## config.mk

```make
export PLATFORM = sky130hd
export DESIGN_NAME = pic_cascade_pair
export DESIGN_NICKNAME = d
export VERILOG_FILES = /design/src/rtl/pic_pkg.sv /design/src/rtl/pic_prio_scan.sv /design/src/rtl/pic_req_bit.sv /design/src/rtl/pic_cell.sv /design/src/rtl/pic_cascade_pair.sv
export SDC_FILE = /design/constraint.sdc
export NUM_CORES = 1
export LEC_CHECK = 0
export BUFFER_PORTS_ARGS = -buffer_cell sky130_fd_sc_hd__buf_2
export CAP_MARGIN = 20
export CORE_ASPECT_RATIO = 0.7
export CORE_MARGIN = 4
export CORE_UTILIZATION = 35
export CTS_CLUSTER_SIZE = 25
export DETAILED_ROUTE_END_ITERATION = 8
export HOLD_SLACK_MARGIN = 0.1
export PLACE_DENSITY = 0.53
export RECOVER_POWER = 50
export SLEW_MARGIN = 25
export SYNTH_ARGS = -nofsm -noshare
export SYNTH_HDL_FRONTEND = slang
export SYNTH_SLANG_ARGS = --single-unit
```

## constraint.sdc

```tcl
create_clock -name clk -period 18.2 [get_ports clk]
set_input_delay 1.82 -clock clk [delete_from_list [all_inputs] [get_ports clk]]
set_output_delay 1.82 -clock clk [all_outputs]
set_load 0.02 [all_outputs]
```

## src/rtl/pic_pkg.sv

```systemverilog
package pic_pkg;
   localparam int VEC_W = 8;

   typedef enum logic [1:0] {
      CFG_MASK = 2'd0,
      CFG_TRIG = 2'd1,
      CFG_BASE = 2'd2,
      CFG_MODE = 2'd3
   } cfg_addr_e;

   typedef struct packed {
      logic nest_skip;   // bit 2
      logic rot_on_auto; // bit 1
      logic auto_eoi;    // bit 0
   } mode_t;
endpackage

```

## src/rtl/pic_prio_scan.sv

```systemverilog
module pic_prio_scan #(
   parameter int NLINES = 8,
   localparam int LW = $clog2(NLINES)
) (
   input  logic [NLINES-1:0] mask_i,
   input  logic [LW-1:0]     rot_i,
   output logic [LW:0]       rank_o
);
   // rank NLINES means nothing set; lower rank wins
   always_comb begin
      rank_o = (LW+1)'(NLINES);
      for (int i = NLINES - 1; i >= 0; i--) begin
         if (mask_i[LW'(rot_i + LW'(i))]) rank_o = (LW+1)'(i);
      end
   end
endmodule

```

## src/rtl/pic_req_bit.sv

```systemverilog
module pic_req_bit #(
   parameter bit CASCADE = 1'b0
) (
   input  logic clk,
   input  logic rst_n,
   input  logic lvl_i,
   input  logic level_mode_i,
   input  logic clr_i,
   output logic req_o
);
   logic req_q;
   assign req_o = req_q;

   generate
      if (CASCADE) begin : g_cas
         // pulse input: high then low within the cycle
         always_ff @(posedge clk or negedge rst_n) begin
            if (!rst_n) req_q <= 1'b0;
            else if (level_mode_i) req_q <= 1'b0;
            else req_q <= (req_q & ~clr_i) | lvl_i;
         end
      end else begin : g_pin
         logic last_q;
         always_ff @(posedge clk or negedge rst_n) begin
            if (!rst_n) begin
               req_q  <= 1'b0;
               last_q <= 1'b0;
            end else begin
               last_q <= lvl_i;
               if (level_mode_i) req_q <= lvl_i;
               else req_q <= (req_q & ~clr_i) | (lvl_i & ~last_q);
            end
         end


         level_low_clears_chk: assert property (@(posedge clk) disable iff (!rst_n)
            (level_mode_i && !lvl_i) |=> !req_o);

         edge_latch_holds_chk: assert property (@(posedge clk) disable iff (!rst_n)
            (!level_mode_i && req_o && !clr_i) |=> req_o);

         edge_low_no_set_chk: assert property (@(posedge clk) disable iff (!rst_n)
            (!level_mode_i && !req_o && !lvl_i) |=> !req_o);
      end
   endgenerate
endmodule

```

## src/rtl/pic_cell.sv

```systemverilog
module pic_cell
   import pic_pkg::*;
#(
   parameter int               NLINES    = 8,
   parameter bit               IS_MASTER = 1'b0,
   parameter int               CAS_LINE  = 2,
   parameter logic [VEC_W-1:0] BASE_RST  = 8'h20,
   localparam int              LW        = $clog2(NLINES)
) (
   input  logic              clk,
   input  logic              rst_n,
   input  logic [NLINES-1:0] lvl_i,
   input  logic              cfg_we_i,
   input  cfg_addr_e         cfg_addr_i,
   input  logic [VEC_W-1:0]  cfg_data_i,
   input  logic              eoi_i,
   input  logic              ack_i,
   output logic              int_o,
   output logic [LW-1:0]     line_o,
   output logic [VEC_W-1:0]  base_o
);
   initial begin
      assert (NLINES >= 2 && (1 << LW) == NLINES && NLINES <= VEC_W)
         else $fatal(1, "pic_cell: NLINES must be a power of two in 2..VEC_W");
      assert (CAS_LINE >= 0 && CAS_LINE < NLINES)
         else $fatal(1, "pic_cell: CAS_LINE out of range");
   end

   logic [NLINES-1:0] imr_q, trig_q, isr_q, isr_view, req, clr, pick_oh, eoi_oh;
   logic [VEC_W-1:0]  base_q;
   mode_t             mode_q;
   logic [LW-1:0]     rot_q, eoi_line;
   logic [LW:0]       req_rank, cur_rank, eoi_rank;
   logic              ack_take, eoi_hit;

   // request bits, cascade input gets the pulse variant
   for (genvar j = 0; j < NLINES; j++) begin : g_line
      localparam bit IS_CAS = IS_MASTER && (j == CAS_LINE);
      pic_req_bit #(.CASCADE(IS_CAS)) u_bit (
         .clk          (clk),
         .rst_n        (rst_n),
         .lvl_i        (lvl_i[j]),
         .level_mode_i (trig_q[j]),
         .clr_i        (clr[j]),
         .req_o        (req[j])
      );
   end

   generate
      if (IS_MASTER) begin : g_nest
         always_comb begin
            isr_view = isr_q;
            if (mode_q.nest_skip) isr_view[CAS_LINE] = 1'b0;
         end
      end else begin : g_plain
         assign isr_view = isr_q;
      end
   endgenerate

   pic_prio_scan #(.NLINES(NLINES)) u_req (.mask_i(req & ~imr_q), .rot_i(rot_q), .rank_o(req_rank));
   pic_prio_scan #(.NLINES(NLINES)) u_cur (.mask_i(isr_view),     .rot_i(rot_q), .rank_o(cur_rank));
   pic_prio_scan #(.NLINES(NLINES)) u_eoi (.mask_i(isr_q),        .rot_i(rot_q), .rank_o(eoi_rank));

   assign int_o    = (req_rank < cur_rank);
   assign line_o   = rot_q + req_rank[LW-1:0];
   assign base_o   = base_q;
   assign ack_take = ack_i && int_o;
   assign pick_oh  = NLINES'(1) << line_o;
   assign eoi_line = rot_q + eoi_rank[LW-1:0];
   assign eoi_hit  = eoi_i && (eoi_rank != (LW+1)'(NLINES));
   assign eoi_oh   = eoi_hit ? (NLINES'(1) << eoi_line) : '0;
   assign clr      = ack_take ? (pick_oh & ~trig_q) : '0;

   always_ff @(posedge clk or negedge rst_n) begin
      if (!rst_n) begin
         imr_q  <= '0;
         trig_q <= '0;
         base_q <= BASE_RST;
         mode_q <= '0;
      end else if (cfg_we_i) begin
         case (cfg_addr_i)
            CFG_MASK: imr_q  <= cfg_data_i[NLINES-1:0];
            CFG_TRIG: trig_q <= cfg_data_i[NLINES-1:0];
            CFG_BASE: base_q <= cfg_data_i;
            default:  mode_q <= mode_t'(cfg_data_i[2:0]);
         endcase
      end
   end

   always_ff @(posedge clk or negedge rst_n) begin
      if (!rst_n) begin
         isr_q <= '0;
         rot_q <= '0;
      end else begin
         isr_q <= (isr_q & ~eoi_oh) | ((ack_take && !mode_q.auto_eoi) ? pick_oh : '0);
         if (ack_take && mode_q.auto_eoi && mode_q.rot_on_auto)
            rot_q <= line_o + LW'(1);
      end
   end


   int_has_source_chk: assert property (@(posedge clk) disable iff (!rst_n)
      int_o |-> ((req & ~imr_q) != '0));

   ack_sets_service_chk: assert property (@(posedge clk) disable iff (!rst_n)
      (ack_take && !mode_q.auto_eoi && !eoi_i) |=> isr_q[$past(line_o)]);

   auto_eoi_service_chk: assert property (@(posedge clk) disable iff (!rst_n)
      (ack_take && mode_q.auto_eoi && !eoi_i) |=> $stable(isr_q));

   mode_hold_chk: assert property (@(posedge clk) disable iff (!rst_n)
      !cfg_we_i |=> $stable(mode_q));
endmodule

```

## src/rtl/pic_cascade_pair.sv

```systemverilog
module pic_cascade_pair
   import pic_pkg::*;
#(
   parameter int               NLINES      = 8,
   parameter int               CAS_LINE    = 2,
   parameter logic [VEC_W-1:0] MASTER_BASE = 8'h20,
   parameter logic [VEC_W-1:0] SLAVE_BASE  = 8'h28,
   localparam int              LW          = $clog2(NLINES),
   localparam int              GW          = $clog2(2 * NLINES)
) (
   input  logic                clk,
   input  logic                rst_n,
   input  logic [2*NLINES-1:0] irq_i,
   input  logic                cfg_we,
   input  logic                cfg_unit,
   input  logic [1:0]          cfg_addr,
   input  logic [VEC_W-1:0]    cfg_data,
   input  logic                eoi_we,
   input  logic                eoi_unit,
   input  logic                ack_req,
   output logic                cpu_int,
   output logic                ack_done,
   output logic [VEC_W-1:0]    ack_vector,
   output logic [GW-1:0]       ack_line
);
   localparam logic [LW-1:0] SPUR = LW'(NLINES - 1);

   logic [NLINES-1:0] m_lvl;
   logic              m_int, s_int, s_ack;
   logic [LW-1:0]     m_line, s_line;
   logic [VEC_W-1:0]  m_base, s_base;
   cfg_addr_e         addr;

   assign addr = cfg_addr_e'(cfg_addr);

   // cascade pulse held off during an acknowledge so a just-served
   // downstream request is not forwarded twice
   always_comb begin
      m_lvl           = irq_i[NLINES-1:0];
      m_lvl[CAS_LINE] = s_int & ~ack_req;
   end

   assign s_ack = ack_req && m_int && (m_line == LW'(CAS_LINE));

   pic_cell #(.NLINES(NLINES), .IS_MASTER(1'b1), .CAS_LINE(CAS_LINE), .BASE_RST(MASTER_BASE)) u_master (
      .clk(clk), .rst_n(rst_n), .lvl_i(m_lvl),
      .cfg_we_i(cfg_we && !cfg_unit), .cfg_addr_i(addr), .cfg_data_i(cfg_data),
      .eoi_i(eoi_we && !eoi_unit), .ack_i(ack_req),
      .int_o(m_int), .line_o(m_line), .base_o(m_base)
   );

   pic_cell #(.NLINES(NLINES), .IS_MASTER(1'b0), .CAS_LINE(CAS_LINE), .BASE_RST(SLAVE_BASE)) u_slave (
      .clk(clk), .rst_n(rst_n), .lvl_i(irq_i[2*NLINES-1:NLINES]),
      .cfg_we_i(cfg_we && cfg_unit), .cfg_addr_i(addr), .cfg_data_i(cfg_data),
      .eoi_i(eoi_we && eoi_unit), .ack_i(s_ack),
      .int_o(s_int), .line_o(s_line), .base_o(s_base)
   );

   assign cpu_int = m_int;

   always_ff @(posedge clk or negedge rst_n) begin
      if (!rst_n) begin
         ack_done   <= 1'b0;
         ack_vector <= '0;
         ack_line   <= '0;
      end else begin
         ack_done <= ack_req;
         if (ack_req) begin
            if (!m_int) begin
               ack_vector <= m_base + VEC_W'(SPUR);
               ack_line   <= GW'(SPUR);
            end else if (m_line == LW'(CAS_LINE)) begin
               if (s_int) begin
                  ack_vector <= s_base + VEC_W'(s_line);
                  ack_line   <= GW'(NLINES) + GW'(s_line);
               end else begin
                  ack_vector <= s_base + VEC_W'(SPUR);
                  ack_line   <= GW'(NLINES) + GW'(SPUR);
               end
            end else begin
               ack_vector <= m_base + VEC_W'(m_line);
               ack_line   <= GW'(m_line);
            end
         end
      end
   end


   ack_done_follows_chk: assert property (@(posedge clk) disable iff (!rst_n)
      ack_req |=> ack_done);

   ack_done_idle_chk: assert property (@(posedge clk) disable iff (!rst_n)
      !ack_req |=> !ack_done);

   spurious_line_chk: assert property (@(posedge clk) disable iff (!rst_n)
      (ack_req && !cpu_int) |=> (ack_line == GW'(SPUR)));
endmodule

```

; ---- Yosys cells after proc, flatten, opt, wreduce, memory -nomap -nowiden
; Index checks and enable logic that the tools add are counted.
[totals]
n_memories = 0
in_bits = 33
output_inout_bits = 14
ff_bits = 119
latchBits = 0
romBits = 0
ram_bits = 0
[classes]
div_mod_pow = 0
n_bitwise = 95
n_mul = 0
n_reduce_logical = 29
order_cmp = 18
n_shift = 4
mux = 149
n_addsub = 25
eq_ne = 5
[op_table]
columns = cell, count
row1 = $mux 4, 43
row2 = $bmux 1 s3, 40
row3 = $mux 8, 9
row4 = $lt 3x4->1 const B, 16
row5 = $mux 1, 57
row6 = $and 8x8->8, 6
row7 = $not 8->8, 6
row8 = $not 1->1, 33
row9 = $and 1x1->1, 32
row10 = $shl 1x3->8 const A, 4
row11 = $add 3x3->3 const B, 8
row12 = $add 8x3->8, 2
row13 = $add 8x3->8 const B, 2
row14 = $or 1x1->1, 16
row15 = $or 8x8->8, 2
row16 = $reduce_and 2->1, 8
row17 = $logic_and 1x1->1, 15
row18 = $add 3x1->3 const B, 4
row19 = $add 3x2->3 const B, 4
row20 = $add 3x3->3, 4
row21 = $lt 4x4->1, 2
row22 = $ne 4x4->1 const B, 2
row23 = $add 4x3->4 const A, 1
row24 = $logic_not 1->1, 4
row25 = 5 further kinds, 5

; ---- Logic depth before layout (Yosys ltp)
[depth]
ltp_word = 21
ltp_mapped = 26
mapped_depth_nobuf = 22

; ---- Modules after synthesis
; From an unflattened synthesis, not the netlist that was laid out.
[unflattened]
cells_unflattened = 900
area_unflattened_um2 = 10527.6
[by_module_without_submodules]
columns = module, seq_area_each_um2, area_each_um2, n_inst, cells_per_inst
row1 = pic_prio_scan, 0.0, 688.2, 6, 63
row2 = pic_cell (u_master), 952.2, 1996.9, 1, 153
row3 = pic_cell (u_slave), 928.4, 1955.6, 1, 150
row4 = pic_cascade_pair, 325.3, 1219.9, 1, 140
row5 = pic_req_bit (u_master.g_line[0].u_bit ...), 50.0, 78.8, 15, 5
row6 = pic_req_bit (u_master.g_line[2].u_bit), 25.0, 43.8, 1, 4

; ---- Least setup slack after synthesis
; No wires, ideal clock.
[synth_path]
kind = register -> output
from = reg u_master.rot_q[1]
to = out cpu_int
t_required_ns = 16.380
slack_ns = 12.235
path_stages_with_launch = 16
arrival_ns = 4.145
path_buffers = 3
cell_sequence = dfrtp_1 > clkbuf_1 > inv_1 > ha_1 > buf_1 > mux4_2 > o21ai_0 > o211ai_1 > a2111oi_0 > nand3_1 > ha_1 > a21oi_1 > or4_4 > o22ai_4 > inv_2 > clkbuf_1
[synth_via]
elab_chain_len = 12
word_cells_on_any_way = 56
[synth_rtl]
columns = element, line
row1 = "start, declared", pic_cell.sv:32  ; logic [LW-1:0] rot_q, eoi_line;
row2 = "start signal, assigned", pic_cell.sv:97  ; rot_q <= line_o + LW'(1);
row3 = $add 3x3->3, pic_prio_scan.sv:13  ; if (mask_i[LW'(rot_i + LW'(i))]) rank_o = (LW+1)'(i);
row4 = $bmux 1 s3, pic_prio_scan.sv:13
row5 = $mux 1 (not written as such), pic_prio_scan.sv:13
row6 = $mux 4 (8 in a row), pic_prio_scan.sv:13
row7 = $lt 4x4->1 *, pic_cell.sv:64  ; assign int_o = (req_rank < cur_rank);
row8 = "end, declared", pic_cascade_pair.sv:21  ; output logic cpu_int,
; Mark *: on every way between the ends. The rest lies on a longest branch, timed or not. The select of a mux whose other input is x is not followed.

; ---- Final worst setup path
; Ends and elaborated chain as after synthesis.

==> out/results.tsv <==
stage	metric	value	unit
global_routing	grt_max_degree	76	
clocking	clkSlewWorstSetupHoldPaths	50	ps
routing	drt-initial-drc-count	472	
job	cap_violations	2	
sta	final.setup.tns	0	ps
worst_hold_path	hp-class	flop to flop	
clocking	clk_latency	430	ps
sta	fmax	136.6	MHz
worst_setup_path	endpoint_kind	output pin	
worst_setup_path	crit_path_max_incr_delay	900	ps
run_status	outcome	complete, but fails checks	
sta	maxSlewHeadroom	-171.0	%
worst_hold_path	min_from	u_master.trig_q[2]	
worst_hold_path	hold_end	u_master.g_line[2].u_bit.req_o	
synth	synth-edff-count	0	
finish	layout_commonest_cell	dfrtp_1	
worst_setup_path	crit_path_start	u_master.rot_q[1]	
sta	fin_ws	10880	ps
synth	muxShareOfSynthArea	19.90	%
worst_setup_path	r2r-start	u_slave.rot_q[1]	
synth	synth_warnings	0	
clocking	root_buffer	clkbuf_16	
finish	drive_above_1_share	21.51	%
sta	hold_viol	0	
worst_setup_path	r2r-end	ack_vector[4]	
global_routing	first_global_vias	6163	
synth	synth_ff_type	dfrtp_1	
worst_setup_path	ff2ff_path_depth	21	
worst_setup_path	worst_path_max_delay_cell	dfrtp_1	
synth	synth_simple_gate_area_share	16.31	%
worst_setup_path	start_kind	flop	
synth	synth-compound-area-share	14.48	%
sta	rsz0062_at_grt	false	
sta	setup_viol	0	
global_routing	antenna_found_initial	0	
clocking	cts_resized	0	
place	port_buffers	45	
routing	antenna_left	0	
run_status	violations	max-capacitance violations, max-slew violations	
synth	syn_area	8323	um^2
finish	fillers	2271	
worst_setup_path	crit_arrival	5500	ps
global_routing	grt_use_total	18.19	%
routing	vias	6383	
synth	synthAdderAreaFrac	6.404	%
worst_setup_path	required	16380	ps
floorplanning	die_area	26350	um^2
routing	via_per_inst	5.555	
synth	ys_seq_area_share	35.82	%
routing	drt-total-wl	23.20	mm
synth	syn-num-nets	857	
worst_hold_path	hold-path-cell-count	1	
worst_setup_path	r2r_slack	11750	ps
clocking	tritoncts	yes	
place	post-place-ws	11330	ps
sta	finalCritPeriodShare	40.23	%
clocking	cts.sinks	119	
worst_setup_path	cpMostUsedCell	ha_1	
worst_setup_path	setup.worst_path.class	flop to output pin	
global_routing	grt_overflow	0	
worst_setup_path	path_max_fanout	22	
floorplanning	coreArea	23020	um^2
synth	async_reset_ff_share	100.0	%
place	gp_congestion	0.8449	
clocking	h-tree-depth	4	
finish	diodes	0	
finish	fin_nets	897	
place	hpwl	17.26	mm
synth	synth_seq_cells	119	
floorplanning	ios	47	
sta	slew_viol_final	122	
clocking	post-cts-setup-buffers	0	
global_routing	grt_pass1_wl	36.38	mm
synth	synth_cell_type_count	74	
synth	synth_top_family_by_area	multiplexers	
sta	finalClockSkew	12.60	ps
clocking	clockBufferDepth	2	
clocking	cts_buffers	17	
routing	drc	0	
routing	drt_first_pass_iters	6	
finish	areaGrowthSynthToFinish	12.58	%
clocking	cts_hold_buf	0	
floorplanning	rows	46	
synth	syn_inst	785	
sta	timing.final.crit_period	7321	ps
routing	wl_per_cell	20.19	um
floorplanning	die_width	192.3	um
floorplanning	fp.dieH	137.0	um
synth	avgSynthCellArea	10.60	um^2
synth	synth-xor-area-share	3.262	%
finish	most-common-layout-cells	dfrtp_1, mux2_2, nand2_1	
worst_setup_path	crit_chain	inv_1 -> ha_1 -> mux4_2 -> nor4b_1 -> nor2_1 -> ha_1 -> o21ai_0 -> nand2b_1 -> a21oi_1 -> or4_4 -> o22ai_4 -> inv_2 -> buf_2	
floorplanning	initial_utilization	36.15	%
sta	worst_pin_slew	4064	ps
[per-stage QoR]
| step | cell area, um^2 | instances | util, % | hold WS, ps |
|---|---|---|---|---|
| after global routing | 9370 | 1149 | 40.70 | 486.3 |
| after CTS | 9412 | 1149 | 40.88 | 451.1 |
| final | 9370 | 1149 | 40.70 | 452.4 |
| after floorplan | 8323 | 785 | - | 407.7 |
| after global placement | 8843 | 1118 | 38.41 | 433.0 |
| after detailed placement | 8853 | 1118 | 38.46 | 432.7 |
[metal layers]
metal	GRT usage (%)	wire [um]
met1	30.28	12880
met2	22.90	8674
met3	4.539	1438
met4	3.840	207
met5	0	0
[cells in the mapped netlist (all sizes together) (6+ instances only)]
master   count  share of area, %
nor4b        7              0.92
o21a        10              0.90
fa           6               1.4
clkbuf      14              0.63
ha          33               5.0
nor2b       20               1.5
nand3       20               1.2
o211ai       6              0.54
a21oi       19               1.2
a2bb2oi      8              0.84
or2          7              0.53
buf         18               1.3
o2bb2ai      6              0.63
mux4        31               8.5
nand3b       9              0.81
nor4bb       8              0.96
nor3         7              0.42
o31ai       19               1.7
xor2        15               1.6
nor2        26               1.3
dfrtp      116                35
nand2       58               2.6
nand4        6              0.53
mux2        61               8.3
xnor2       16               1.7
o21ai       53               3.2
nor3b       10              0.90
nand2b      31               2.3
inv         41               1.9
mux2i       26               3.1
[sequential cells by signal, indices dropped and copies added (netlist names)]
register,count
ack_done,1
ack_line,4
ack_vector,8
u_master.base_o,8
u_master.g_line.u_bit.g_pin.last_q,7
u_master.g_line.u_bit.req_o,8
u_master.imr_q,8
u_master.isr_q,8
u_master.mode_q,3
u_master.rot_q,3
u_master.trig_q,8
u_slave.base_o,8
u_slave.g_line.u_bit.g_pin.last_q,8
u_slave.g_line.u_bit.req_o,8
u_slave.imr_q,8
u_slave.isr_q,8
u_slave.mode_q,2
u_slave.rot_q,3
u_slave.trig_q,8
[final cells by class]
cell class	instances	area (um^2)	area share (%)
multi-input cells	592	5029	53.67
flip-flops and latches	119	2982	31.82
clock buffers	20	456.7	4.874
well taps	312	390.4	4.166
repair buffers	53	251.5	2.684
inverters	42	160.2	1.709
clock inverters	11	101.3	1.082
[worst max path at each step]
stage                                           to  slack (ps)  cells past startpoint
CTS                                        cpu_int       10860                     13
detailed placement                         cpu_int       11330                     13
global route        u_master.g_line[7].u_bit.req_o        9960                      2
global placement                           cpu_int       11360                     13
finish                                     cpu_int       10880                     13
floorplan                                  cpu_int       12240                     15
[critical path, delay by kind of cell (launching register included)]
family	cells	cell delay (ps)
AOI/OAI and AO/OA	3	580
adders and majority gates	2	920
buffers and inverters	3	660
DFF	1	900
muxes	1	610
and+or+nand+nor	4	1400
[cell families (layout without fill, tap and decap cells)]
logic type,Yosys count,after routing
xor gates and xnor gates,31,31
and+or+nand+nor,233,233
muxes,118,118
buffers and inverters,74,126
adders and majority gates,39,39
DFF,119,119
AOI/OAI and AO/OA,171,171
Power is not shown: default switching activity piles up to over one toggle a cycle in this logic, so the estimate is an artifact.
